### config.mk
export PLATFORM = sky130hd
export DESIGN_NAME = maxstar_unit
export DESIGN_NICKNAME = d
export VERILOG_FILES = /design/src/rtl/maxstar_pkg.sv /design/src/rtl/maxstar_corr_rom.sv /design/src/rtl/maxstar_ctrl.sv /design/src/rtl/maxstar_dp.sv /design/src/rtl/maxstar_unit.sv
export SDC_FILE = /design/constraint.sdc
export NUM_CORES = 1
export LEC_CHECK = 0
export BUFFER_PORTS_ARGS = -buffer_cell sky130_fd_sc_hd__buf_2
export CORE_ASPECT_RATIO = 1.4
export CORE_UTILIZATION = 55
export CTS_CLUSTER_DIAMETER = 50
export DETAILED_ROUTE_END_ITERATION = 8
export GPL_TIMING_DRIVEN = 0
export PLACE_DENSITY = 0.78
export SYNTH_ARGS = -nofsm -noshare
export SYNTH_HDL_FRONTEND = slang
export SYNTH_SLANG_ARGS = --single-unit
### constraint.sdc
create_clock -name clk -period 6.05 [get_ports clk]
set_clock_uncertainty 0.15 [all_clocks]
set_input_delay 1.21 -clock clk [delete_from_list [all_inputs] [get_ports clk]]
set_output_delay 1.21 -clock clk [all_outputs]
set_load 0.02 [all_outputs]
### src/rtl/maxstar_pkg.sv
package maxstar_pkg;

  // Strobes handed from the control path to the datapath each cycle.
  typedef struct packed {
    logic capture;   // latch the larger operand into stage 1
    logic tblRead;   // read the correction memory this cycle
    logic useCorr;   // stage-1 operand owns a valid table word
    logic outLoad;   // update the output register
  } ctrlStrobes_t;

  // Number of table entries for a given format and threshold.
  function automatic int tableDepth(input int fracW, input int thrInt);
    return (thrInt << fracW) + 1;
  endfunction

endpackage

### src/rtl/maxstar_corr_rom.sv
module maxstar_corr_rom #(
  parameter int FRAC_W = 3,
  parameter int DEPTH  = 41,
  parameter int ADDR_W = 6,
  parameter int CORR_W = 3
) (
  input  logic              clk,
  input  logic              rdEn,
  input  logic [ADDR_W-1:0] addr,
  output logic [CORR_W-1:0] data
);

  // round(8 * ln(1 + exp(-k/8))) for k = 0 .. DEPTH-1
  function automatic logic [CORR_W-1:0] corrOf(input logic [ADDR_W-1:0] k);
    int idx;
    idx = int'(k);
    if (idx == 0)            return CORR_W'(6);
    else if (idx <= 2)       return CORR_W'(5);
    else if (idx <= 4)       return CORR_W'(4);
    else if (idx <= 8)       return CORR_W'(3);
    else if (idx <= 12)      return CORR_W'(2);
    else if (idx <= 21)      return CORR_W'(1);
    else                     return CORR_W'(0);
  endfunction

  generate
    if (FRAC_W != 3) begin : g_fmtCheck
      $error("maxstar_corr_rom: entries are laid out for 3 fractional bits");
    end
    if (DEPTH > (1 << ADDR_W)) begin : g_depthCheck
      $error("maxstar_corr_rom: address too narrow for depth");
    end
  endgenerate

  // Registered synchronous read; the word holds while rdEn is low.
  always_ff @(posedge clk) begin
    if (rdEn) begin
      data <= corrOf(addr);
    end
  end

endmodule

### src/rtl/maxstar_ctrl.sv
module maxstar_ctrl
  import maxstar_pkg::*;
(
  input  logic         clk,
  input  logic         rstN,
  input  logic         inValid,
  input  logic         farDiff,
  output ctrlStrobes_t strobes,
  output logic         outValid
);

  logic validS1;
  logic readS1;
  logic tblReadNow;

  // The pre-decode gate: skip the memory when the difference is far.
  assign tblReadNow = inValid & ~farDiff;

  always_ff @(posedge clk or negedge rstN) begin
    if (!rstN) begin
      validS1  <= 1'b0;
      readS1   <= 1'b0;
      outValid <= 1'b0;
    end else begin
      validS1  <= inValid;
      readS1   <= tblReadNow;
      outValid <= validS1;
    end
  end

  always_comb begin
    strobes.capture = inValid;
    strobes.tblRead = tblReadNow;
    strobes.useCorr = readS1;
    strobes.outLoad = validS1;
  end

endmodule

### src/rtl/maxstar_dp.sv
module maxstar_dp
  import maxstar_pkg::*;
#(
  parameter int IN_W   = 12,
  parameter int DEPTH  = 41,
  parameter int ADDR_W = 6,
  parameter int CORR_W = 3
) (
  input  logic                    clk,
  input  logic                    rstN,
  input  logic signed [IN_W-1:0]  metricA,
  input  logic signed [IN_W-1:0]  metricB,
  input  ctrlStrobes_t            strobes,
  input  logic [CORR_W-1:0]       corrWord,
  output logic                    farDiff,
  output logic [ADDR_W-1:0]       tblAddr,
  output logic signed [IN_W:0]    result
);

  localparam int MAG_W = IN_W + 1;
  localparam int OUT_W = IN_W + 1;
  localparam logic [MAG_W-1:0] LAST_IDX = MAG_W'(DEPTH - 1);

  logic signed [MAG_W-1:0] diffFull;
  logic                    aNotLess;
  logic        [MAG_W-1:0] diffMag;
  logic signed [IN_W-1:0]  maxNow;
  logic signed [IN_W-1:0]  maxS1;
  logic        [CORR_W-1:0] corrSel;
  logic signed [OUT_W-1:0] sumNext;

  // Stage 0: widened subtraction, magnitude, larger operand.
  always_comb begin
    diffFull = {metricA[IN_W-1], metricA} - {metricB[IN_W-1], metricB};
    aNotLess = ~diffFull[MAG_W-1];
    diffMag  = aNotLess ? diffFull : -diffFull;
    maxNow   = aNotLess ? metricA : metricB;
    farDiff  = diffMag > LAST_IDX;
    tblAddr  = diffMag[ADDR_W-1:0];
  end

  always_ff @(posedge clk or negedge rstN) begin
    if (!rstN) begin
      maxS1 <= '0;
    end else if (strobes.capture) begin
      maxS1 <= maxNow;
    end
  end

  // Stage 1: selector chooses the table word or zero, then the add.
  always_comb begin
    corrSel = strobes.useCorr ? corrWord : '0;
    sumNext = {maxS1[IN_W-1], maxS1} + {{(OUT_W-CORR_W){1'b0}}, corrSel};
  end

  always_ff @(posedge clk or negedge rstN) begin
    if (!rstN) begin
      result <= '0;
    end else if (strobes.outLoad) begin
      result <= sumNext;
    end
  end

endmodule

### src/rtl/maxstar_unit.sv
module maxstar_unit
  import maxstar_pkg::*;
#(
  parameter int IN_W   = 12,
  parameter int FRAC_W = 3,
  parameter int THR_INT = 5,
  parameter int CORR_W = 3
) (
  input  logic                   clk,
  input  logic                   rstN,
  input  logic                   inValid,
  input  logic signed [IN_W-1:0] metricA,
  input  logic signed [IN_W-1:0] metricB,
  output logic                   outValid,
  output logic signed [IN_W:0]   result,
  output logic                   tableEn
);

  localparam int DEPTH  = tableDepth(FRAC_W, THR_INT);
  localparam int ADDR_W = $clog2(DEPTH);

  ctrlStrobes_t      strobes;
  logic              farDiff;
  logic [ADDR_W-1:0] tblAddr;
  logic [CORR_W-1:0] corrWord;

  maxstar_ctrl i_ctrl (
    .clk      (clk),
    .rstN     (rstN),
    .inValid  (inValid),
    .farDiff  (farDiff),
    .strobes  (strobes),
    .outValid (outValid)
  );

  maxstar_dp #(
    .IN_W   (IN_W),
    .DEPTH  (DEPTH),
    .ADDR_W (ADDR_W),
    .CORR_W (CORR_W)
  ) i_dp (
    .clk      (clk),
    .rstN     (rstN),
    .metricA  (metricA),
    .metricB  (metricB),
    .strobes  (strobes),
    .corrWord (corrWord),
    .farDiff  (farDiff),
    .tblAddr  (tblAddr),
    .result   (result)
  );

  maxstar_corr_rom #(
    .FRAC_W (FRAC_W),
    .DEPTH  (DEPTH),
    .ADDR_W (ADDR_W),
    .CORR_W (CORR_W)
  ) i_rom (
    .clk  (clk),
    .rdEn (strobes.tblRead),
    .addr (tblAddr),
    .data (corrWord)
  );

  assign tableEn = strobes.tblRead;

endmodule

Word level (Yosys, flattened, before mapping)
Cells that the tools add are included.
Widths: inputs -> output; s select.
{"block": "word_totals", "register_bits": 31, "latchBits": 0, "ram_bits": 0, "romBits": 0, "input_bits": 27, "output_inout_bits": 15, "word_cells": 28, "memories": 0}
{"block": "op_classes", "add_sub_neg": 3, "mul": 0, "div_mod_pow": 0, "magnitude_cmp": 6, "eq_ne": 0, "n_shift": 0, "n_mux": 8, "n_bitwise": 2, "n_reduce_logical": 2}
{"cell": "$add 12x4->13", "count": 1}
{"cell": "$gt 13x6->1 const B", "count": 1}
{"cell": "$mux 13", "count": 1}
{"cell": "$neg 13->13", "count": 1}
{"cell": "$sub 12x12->13", "count": 1}
{"cell": "$le 6x4->1 const B", "count": 2}
{"cell": "$mux 12", "count": 1}
{"cell": "$mux 3", "count": 3}
{"cell": "$le 6x2->1 const B", "count": 1}
{"cell": "$le 6x3->1 const B", "count": 1}
{"cell": "$le 6x5->1 const B", "count": 1}
{"cell": "$logic_not 6->1", "count": 1}
{"cell": "$mux 2", "count": 2}
{"cell": "$reduce_or 3->1", "count": 1}
{"cell": "$and 1x1->1", "count": 1}
{"cell": "$mux 1", "count": 1}
{"cell": "$not 1->1", "count": 1}

Depth between registers and ports, before layout
Gate-level depths: netlist of run 1.
{"block": "logic_depth", "ltp_word": 9, "depth_mapped": 12, "ltp_nobuf": 11}

Hierarchy
A second synthesis of run 1 with hierarchy kept.
{"block": "unflattened", "hier_cells": 312, "hier_area_um2": 2615.0}
{"mod": "maxstar_dp", "instances": 1, "cells_each": 287, "area_each_um2": 2299.7, "seq_area_each_um2": 625.6}
{"mod": "maxstar_corr_rom", "instances": 1, "cells_each": 17, "area_each_um2": 196.4, "seq_area_each_um2": 90.1}
{"mod": "maxstar_ctrl", "instances": 1, "cells_each": 8, "area_each_um2": 118.9, "seq_area_each_um2": 75.1}

Least setup slack after synthesis of run 1
No wires, ideal clock.
{"block": "synth_timing", "path_kind": "input -> output", "from": "in metricA[0]", "to": "out tableEn", "t_arrival_ns": 3.997, "t_required_ns": 4.690, "path_slack_ns": 0.693, "stages": 11, "path_buffers": 0, "path_cell_list": "inv_1 > ha_1 > fa_1 > nor2b_4 > o22ai_1 > xnor2_1 > or3_4 > or4_4 > a211oi_2 > o221ai_1 > a211oi_2"}
{"block": "synth_via", "elab_chain_len": 6}
{"element": "from (decl)", "line": "maxstar_unit.sv:12", "source": "input logic signed [IN_W-1:0] metricA,"}
{"element": "$sub 12x12->13 (*)", "line": "maxstar_dp.sv:34", "source": "diffFull = {metricA[IN_W-1], metricA} - {metricB[IN_W-1], metricB};"}
{"element": "$neg 13->13", "line": "maxstar_dp.sv:36", "source": "diffMag = aNotLess ? diffFull : -diffFull;"}
{"element": "$mux 13 (*)", "line": "maxstar_dp.sv:36"}
{"element": "$gt 13x6->1 (*)", "line": "maxstar_dp.sv:38", "source": "farDiff = diffMag > LAST_IDX;"}
{"element": "$not 1->1 (*)", "line": "maxstar_ctrl.sv:17", "source": "assign tblReadNow = inValid & ~farDiff;"}
{"element": "$and 1x1->1 (*)", "line": "maxstar_ctrl.sv:17"}
{"element": "to (decl)", "line": "maxstar_unit.sv:16", "source": "output logic tableEn"}
Mark *: on every way between the ends. The rest lies on a longest branch, timed or not.

Worst setup path after layout of run 1
Same ends and word-level chain as after synthesis.

==> results.json, run 1 <==
{
  "status": "finished clean",
  "hold_viol": 0,
  "fp.dieH_um": 84.3,
  "ys_warn_count": 0,
  "place_congestion": 0.898,
  "leakage_nw": 1.35,
  "drcViolationCount": 0,
  "cp-start-kind": "input pin",
  "power_density_nw_per_um2": 238,
  "crit_fanout": 9,
  "relSlewSlack": 0.546,
  "drv_slew": 0,
  "cts_sinks": 31,
  "num_rows": 29,
  "yosys_register_bits": 31,
  "pwr-share-seq": 0.355,
  "drv_cap": 0,
  "dp_hpwl_um": 4740,
  "criticalPathCategory": "input pin to output pin",
  "crit_buf_inv": 3,
  "clk_pin_slew_ps": 60,
  "wirelength_um": 6040,
  "fin_cells": 435,
  "pwr-share-clk": 0.225,
  "tightest_slew_ps": 674,
  "fmax_ghz": 0.170,
  "core_um2": 4610,
  "start_util": 0.578,
  "grt_pass1_vias": 2392,
  "dr_wl_met3_um": 194,
  "post-route-period-util": 0.973,
  "hold_path.class": "register to register",
  "io_pins": 42,
  "n_antenna_cell": 0,
  "synth_area_um2": 2660,
  "ctsLongestPathBuffers": 2,
  "internal-power_w": 0.000452,
  "synth_top_cell_by_area": "dfrtp_1",
  "rsz0062_at_grt": "no",
  "ys.flop_type": "dfrtp_1",
  "grt_usage": 0.245,
  "avgSynthCellArea_um2": 8.22,
  "slowest_delay_ps": 490,
  "vias": 2539,
  "wl_met2_um": 3330,
  "routed.top_layer": "met4",
  "final_cell_mix": "nor2_1 (44), buf_2 (41), a21oi_1 (40)",
  "ant_nets": 0,
  "synth_fp_nets": 368,
  "fin_nets": 416,
  "power_frac_comb": 0.420,
  "r2r-end": "i_dp.result[10]$_DFFE_PN0P_",
  "drive_above_1_share": 0.182,
  "hp-start": "i_ctrl.validS1$_DFF_PN0_",
  "drtIter0Drc": 133,
  "vdd.ir_drop.worst_v": 0.000106,
  "post-route-min-period_ps": 5890,
  "wl_met1_um": 2410,
  "synth_cells": 324,
  "netlist.area_leader.share": 0.263,
  "fill_cells": 379,
  "synth_area_leaders": "dfrtp_1 (26%), a21oi_1 (7.5%), ha_1 (7.0%)",
  "wl_per_cell_um": 13.9,
  "p_sw_w": 0.000273,
  "synth-async-reset-ratio": 0.903,
  "antenna_found_initial": 0,
  "switching_share": 0.377,
  "synth_edf_count": 3,
  "cts_inserted_buffers": 5,
  "root_buffer": "clkbuf_8",
  "die-area_um2": 5130,
  "avgViaCountPerCell": 5.84,
  "setup_tns_ps": 0,
  "ys_seq_area_frac": 0.297,
  "insertion_delay_ps": 280,
  "die_w_um": 60.8,
  "hold_ws_ps": 333,
  "grt_max_degree": 29,
  "layout_commonest_cell": "nor2_1",
  "min_to": "i_ctrl.outValid$_DFF_PN0_",
  "reg2reg_setup_slack_ps": 3810,
  "setup_violations": 0,
  "portBuffers": 41,
  "hold_depth": 0,
  "ff2ff_path_depth": 9,
  "dr.pass1.iters": 4,
  "htreeDepth": 2,
  "cp_slowest_cell": "fa_1",
  "reg2reg_from": "i_ctrl.readS1$_DFF_PN0_",
  "grt_overflow_total": 0,
  "post_cts_buffers": 0,
  "worstPathCellList": "buf_2 -> inv_1 -> ha_1 -> fa_1 -> xor2_2 -> nand3_2 -> or3_1 -> or3_1 -> a221oi_2 -> o221ai_1 -> a211oi_4 -> buf_2",
  "crit_family": "simple AND/OR/NAND/NOR gates",
  "critPathCaptureType": "output pin",
  "critPathRequiredTime_ps": 4690,
  "syn_to_final_growth_pct": 14.6,
  "grt_first_pass_wirelength_um": 9810,
  "worst_ep_arrival_time_ps": 4530,
  "cts_tree": "built",
  "dp_cells": 427,
  "ys_types": 64
}
layer usage:
layer / track usage / vias to the layer above
met5: 0 / -
met3: 0.0401 / 11
li1: - / 1262
met4: 0.120 / 0
met1: 0.253 / 1203
met2: 0.452 / 63
cells in the mapped netlist, types with 2 or more instances:
library cell and number:
nand2b_1 3, clkbuf_1 9, o21ai_0 16, nor4_1 3, a21o_1 3, nor2b_1 4
o2111ai_1 3, o31ai_1 2, nand3_1 5, inv_1 24, a22oi_1 2, or4_1 3
a211oi_1 5, mux2_2 3, and3_1 7, a21boi_0 2, a211oi_2 2, or3_1 3
a31oi_1 3, ha_1 15, xnor2_1 10, fa_1 2, and2_1 4, nand4_1 2
mux2i_1 5, a21oi_1 40, o22ai_1 3, nor3_1 6, o211ai_1 2, buf_6 2
dfrtp_1 28, xor2_1 9, nor2_1 44, edfxtp_1 3, nand2_1 18
flip-flops by register name, indices dropped and copies added, names as in the netlist:
name             count
i_ctrl.readS1        1
i_rom.data           3
i_dp.maxS1          12
i_dp.result         13
i_ctrl.validS1       1
i_ctrl.outValid      1
stage by stage:
step	worst slack [ps]	total power, W	area, um^2	util
floorplan	693	0.000484	2660	-
global placement	197	0.000550	2950	0.639
detailed placement	147	0.000559	2950	0.639
CTS	152	0.000724	3040	0.659
global route	5.71	0.000774	3050	0.662
finish	162	0.000726	3050	0.662
final cells by class:
class | instances | area, um^2 | share of cell area
multi-input cells | 257 | 1730 | 0.568
flip-flops and latches | 31 | 791 | 0.259
repair buffers | 41 | 205 | 0.0673
inverters | 24 | 90.1 | 0.0295
clock buffers | 7 | 86.3 | 0.0283
well taps | 62 | 77.6 | 0.0254
plain buffers | 12 | 61.3 | 0.0201
clock inverters | 1 | 5.00 | 0.00164
what timing repair did:
| item | CTS | global route |
|---|---|---|
| hold buffers | 0 | 0 |
| resized for setup | 0 | 2 |
| endpoints found under the setup margin | 0 | 1 |
worst max path at each step:
stage	from	end	cells past startpoint	slack [ps]
after CTS	metricA[0]	tableEn	12	150
final	metricA[0]	tableEn	12	160
after floorplan	metricA[0]	tableEn	11	690
after detailed placement	metricA[0]	tableEn	12	150
after global routing	metricA[0]	tableEn	12	6
after global placement	metricA[0]	tableEn	12	200
cell families (layout without fill, tap and decap cells):
group	after synthesis	count (layout)	share of synthesized area
and+or+nand+nor	114	114	0.218
AOI/OAI and AO/OA	98	98	0.243
buffers and inverters	36	85	0.0569
DFF	31	31	0.297
xor gates and xnor gates	20	20	0.0686
adders and majority gates	17	17	0.0855
muxes	8	8	0.0315
power groups by stage:
stage	combinational [W]	clock, W	sequential, W
after global placement	0.000290	0	0.000260
after global routing	0.000337	0.000176	0.000262
after detailed placement	0.000298	0	0.000261
after floorplan	0.000206	0	0.000278
final	0.000305	0.000163	0.000257
after CTS	0.000300	0.000166	0.000257
Note: power is estimated with default switching activity, not from simulation.
==> run 2: changes to the inputs <==
--- a/config.mk
+++ b/config.mk
@@ -5,13 +5,13 @@
 export SDC_FILE = /design/constraint.sdc
 export NUM_CORES = 1
 export LEC_CHECK = 0
-export BUFFER_PORTS_ARGS = -buffer_cell sky130_fd_sc_hd__buf_2
 export CORE_ASPECT_RATIO = 1.4
 export CORE_UTILIZATION = 55
 export CTS_CLUSTER_DIAMETER = 50
 export DETAILED_ROUTE_END_ITERATION = 8
+export DONT_BUFFER_PORTS = 1
 export GPL_TIMING_DRIVEN = 0
-export PLACE_DENSITY = 0.78
+export PLACE_DENSITY = 0.7
 export SYNTH_ARGS = -nofsm -noshare
 export SYNTH_HDL_FRONTEND = slang
 export SYNTH_SLANG_ARGS = --single-unit
==> run 2 against run 1 <==
Against the previous run:
- routed wire length shrank 4.1%
- setup slack gained 110 ps
- maximum frequency is 1.9% higher
- cell count down 9.7%
- critical path depth decreased by 2
- utilization down 5.1 points
- non-clock buffer count is 41 lower
- count of clock-buffer cells in the layout is the same
- clock power decreased by 12%
- combinational power down 17%
- critical endpoint unchanged
==> results.json, run 2 (synthesized netlist as in run 1, its figures left out) <==
{
  "tightest_slew_ps": 785,
  "setup_violations": 0,
  "grt.met3_usage": 0.0324,
  "grt_util_met2": 0.432,
  "cts_tree": "built",
  "power_density_nw_per_um2": 240,
  "drv_cap": 0,
  "cp_slowest_cell": "a211oi_2",
  "drive_above_1_share": 0.0725,
  "ctsLongestPathBuffers": 2,
  "relSlewSlack": 0.476,
  "largestRegisters": "i_dp.result (13), i_dp.maxS1 (12), i_rom.data (3)",
  "root_buffer": "clkbuf_8",
  "rsz0062_at_grt": "no",
  "critPathRequiredTime_ps": 4690,
  "post-route-min-period_ps": 5780,
  "dr.pass1.iters": 4,
  "fin_cells": 393,
  "syn_to_final_growth_pct": 5.78,
  "ctsResizeCount": 0,
  "grt_pass1_vias": 2277,
  "insertion_delay_ps": 280,
  "stdcell_area_um2": 2820,
  "post_cts_buffers": 0,
  "grt_overflow_total": 0,
  "placed_area_um2": 2740,
  "worst_ep_arrival_time_ps": 4420,
  "criticalPathCategory": "input pin to output pin",
  "worstPathCellList": "inv_1 -> ha_1 -> fa_1 -> nor2b_4 -> o2111ai_1 -> a31oi_1 -> o21a_1 -> o311ai_1 -> or4_1 -> a211oi_2",
  "layout_commonest_cell": "nor2_1",
  "start_util": 0.578,
  "post-route-period-util": 0.955,
  "leakage_nw": 1.18,
  "critPathCaptureType": "output pin",
  "grt_busiest_layer": "met2",
  "die_w_um": 60.8,
  "drv_slew": 0,
  "top_register": "i_dp.result",
  "wirelength_um": 5790,
  "vdd.ir_drop.worst_v": 0.0000978,
  "vias": 2364,
  "cts_inserted_buffers": 5,
  "core_um2": 4610,
  "hold_buffers": 0,
  "fin_nets": 375,
  "fmax_ghz": 0.173,
  "portBuffers": 0,
  "die-area_um2": 5130,
  "io_pins": 42,
  "largest_reg_flops": 13,
  "cp-start-kind": "input pin",
  "status": "finished clean",
  "wl_per_cell_um": 14.7,
  "n_antenna_cell": 0,
  "fill_cells": 427,
  "power_w": 0.000675,
  "ant_nets": 0,
  "drcViolationCount": 0,
  "htreeDepth": 2,
  "hold_path.class": "register to register",
  "grt_max_degree": 29,
  "clk_pin_slew_ps": 50,
  "use_met1": 0.255,
  "grt_first_pass_wirelength_um": 9590,
  "crit_fanout": 5,
  "num_rows": 29,
  "fp.dieH_um": 84.3,
  "antenna_found_initial": 0,
  "place_congestion": 0.914,
  "dp_cells": 386,
  "setup_tns_ps": 0,
  "slowest_delay_ps": 710,
  "hold_viol": 0,
  "dp_hpwl_um": 4570,
  "final_cell_mix": "nor2_1 (44), a21oi_1 (40), dfrtp_1 (28)",
  "drtIter0Drc": 108,
  "cts_sinks": 31,
  "avgViaCountPerCell": 6.02,
  "grt_usage": 0.242
}
[run 2: cell count changes in the layout (fill, tap and decap cells not counted), sizes merged]
cell	change
clkinv	-1
buf	-41
[run 2: power by group]
group / switching [W] / internal [W] / total (W)
clock: 0.0000650 / 0.0000788 / 0.000144
sequential: 0.0000388 / 0.000239 / 0.000278
combinational: 0.000148 / 0.000106 / 0.000254
total: 0.000252 / 0.000423 / 0.000675
[run 2: per-stage QoR]
step | setup WS, ps | util | hold WS (ps)
floorplan | 693 | - | 274
global placement | 290 | 0.595 | 320
detailed placement | 269 | 0.595 | 325
CTS | 274 | 0.611 | 338
global route | 54.7 | 0.611 | 355
finish | 270 | 0.611 | 328
[run 2: per-layer routing]
layer,part of all wire,vias to the layer above
li1,-,1182
met1,0.41,1105
met2,0.51,57
met3,0.035,20
met4,0.041,0
met5,0,-
[run 2: area by class of cell]
| class | count | area (um^2) | area share |
|---|---|---|---|
| Sequential cell | 31 | 791 | 0.281 |
| Tap cell | 62 | 77.6 | 0.0275 |
| Buffer | 12 | 61.3 | 0.0218 |
| Multi-Input combinational cell | 257 | 1720 | 0.611 |
| Inverter | 24 | 90.1 | 0.0320 |
| Clock buffer | 7 | 76.3 | 0.0271 |
[run 2: path summary, 6_finish.rpt]
path	from	end	slack, ps	depth (start not counted)
max	metricA[0]	tableEn	270	10
min	i_ctrl.validS1$_DFF_PN0_	i_ctrl.outValid$_DFF_PN0_	330	0
max reg2reg	i_ctrl.readS1$_DFF_PN0_	i_dp.result[8]$_DFFE_PN0P_	3810	9
min reg2reg	i_ctrl.validS1$_DFF_PN0_	i_ctrl.outValid$_DFF_PN0_	330	0
max in group asynchronous	rstN	i_dp.maxS1[0]$_DFFE_PN0P_	5200	0
min in group asynchronous	rstN	i_dp.maxS1[4]$_DFFE_PN0P_	470	0
[run 2: critical path: cells and delay by family]
family	cells	cell delay, ps
simple gates	2	740
fa+ha+maj	2	690
compound gates	5	1760
buf+inv	1	20
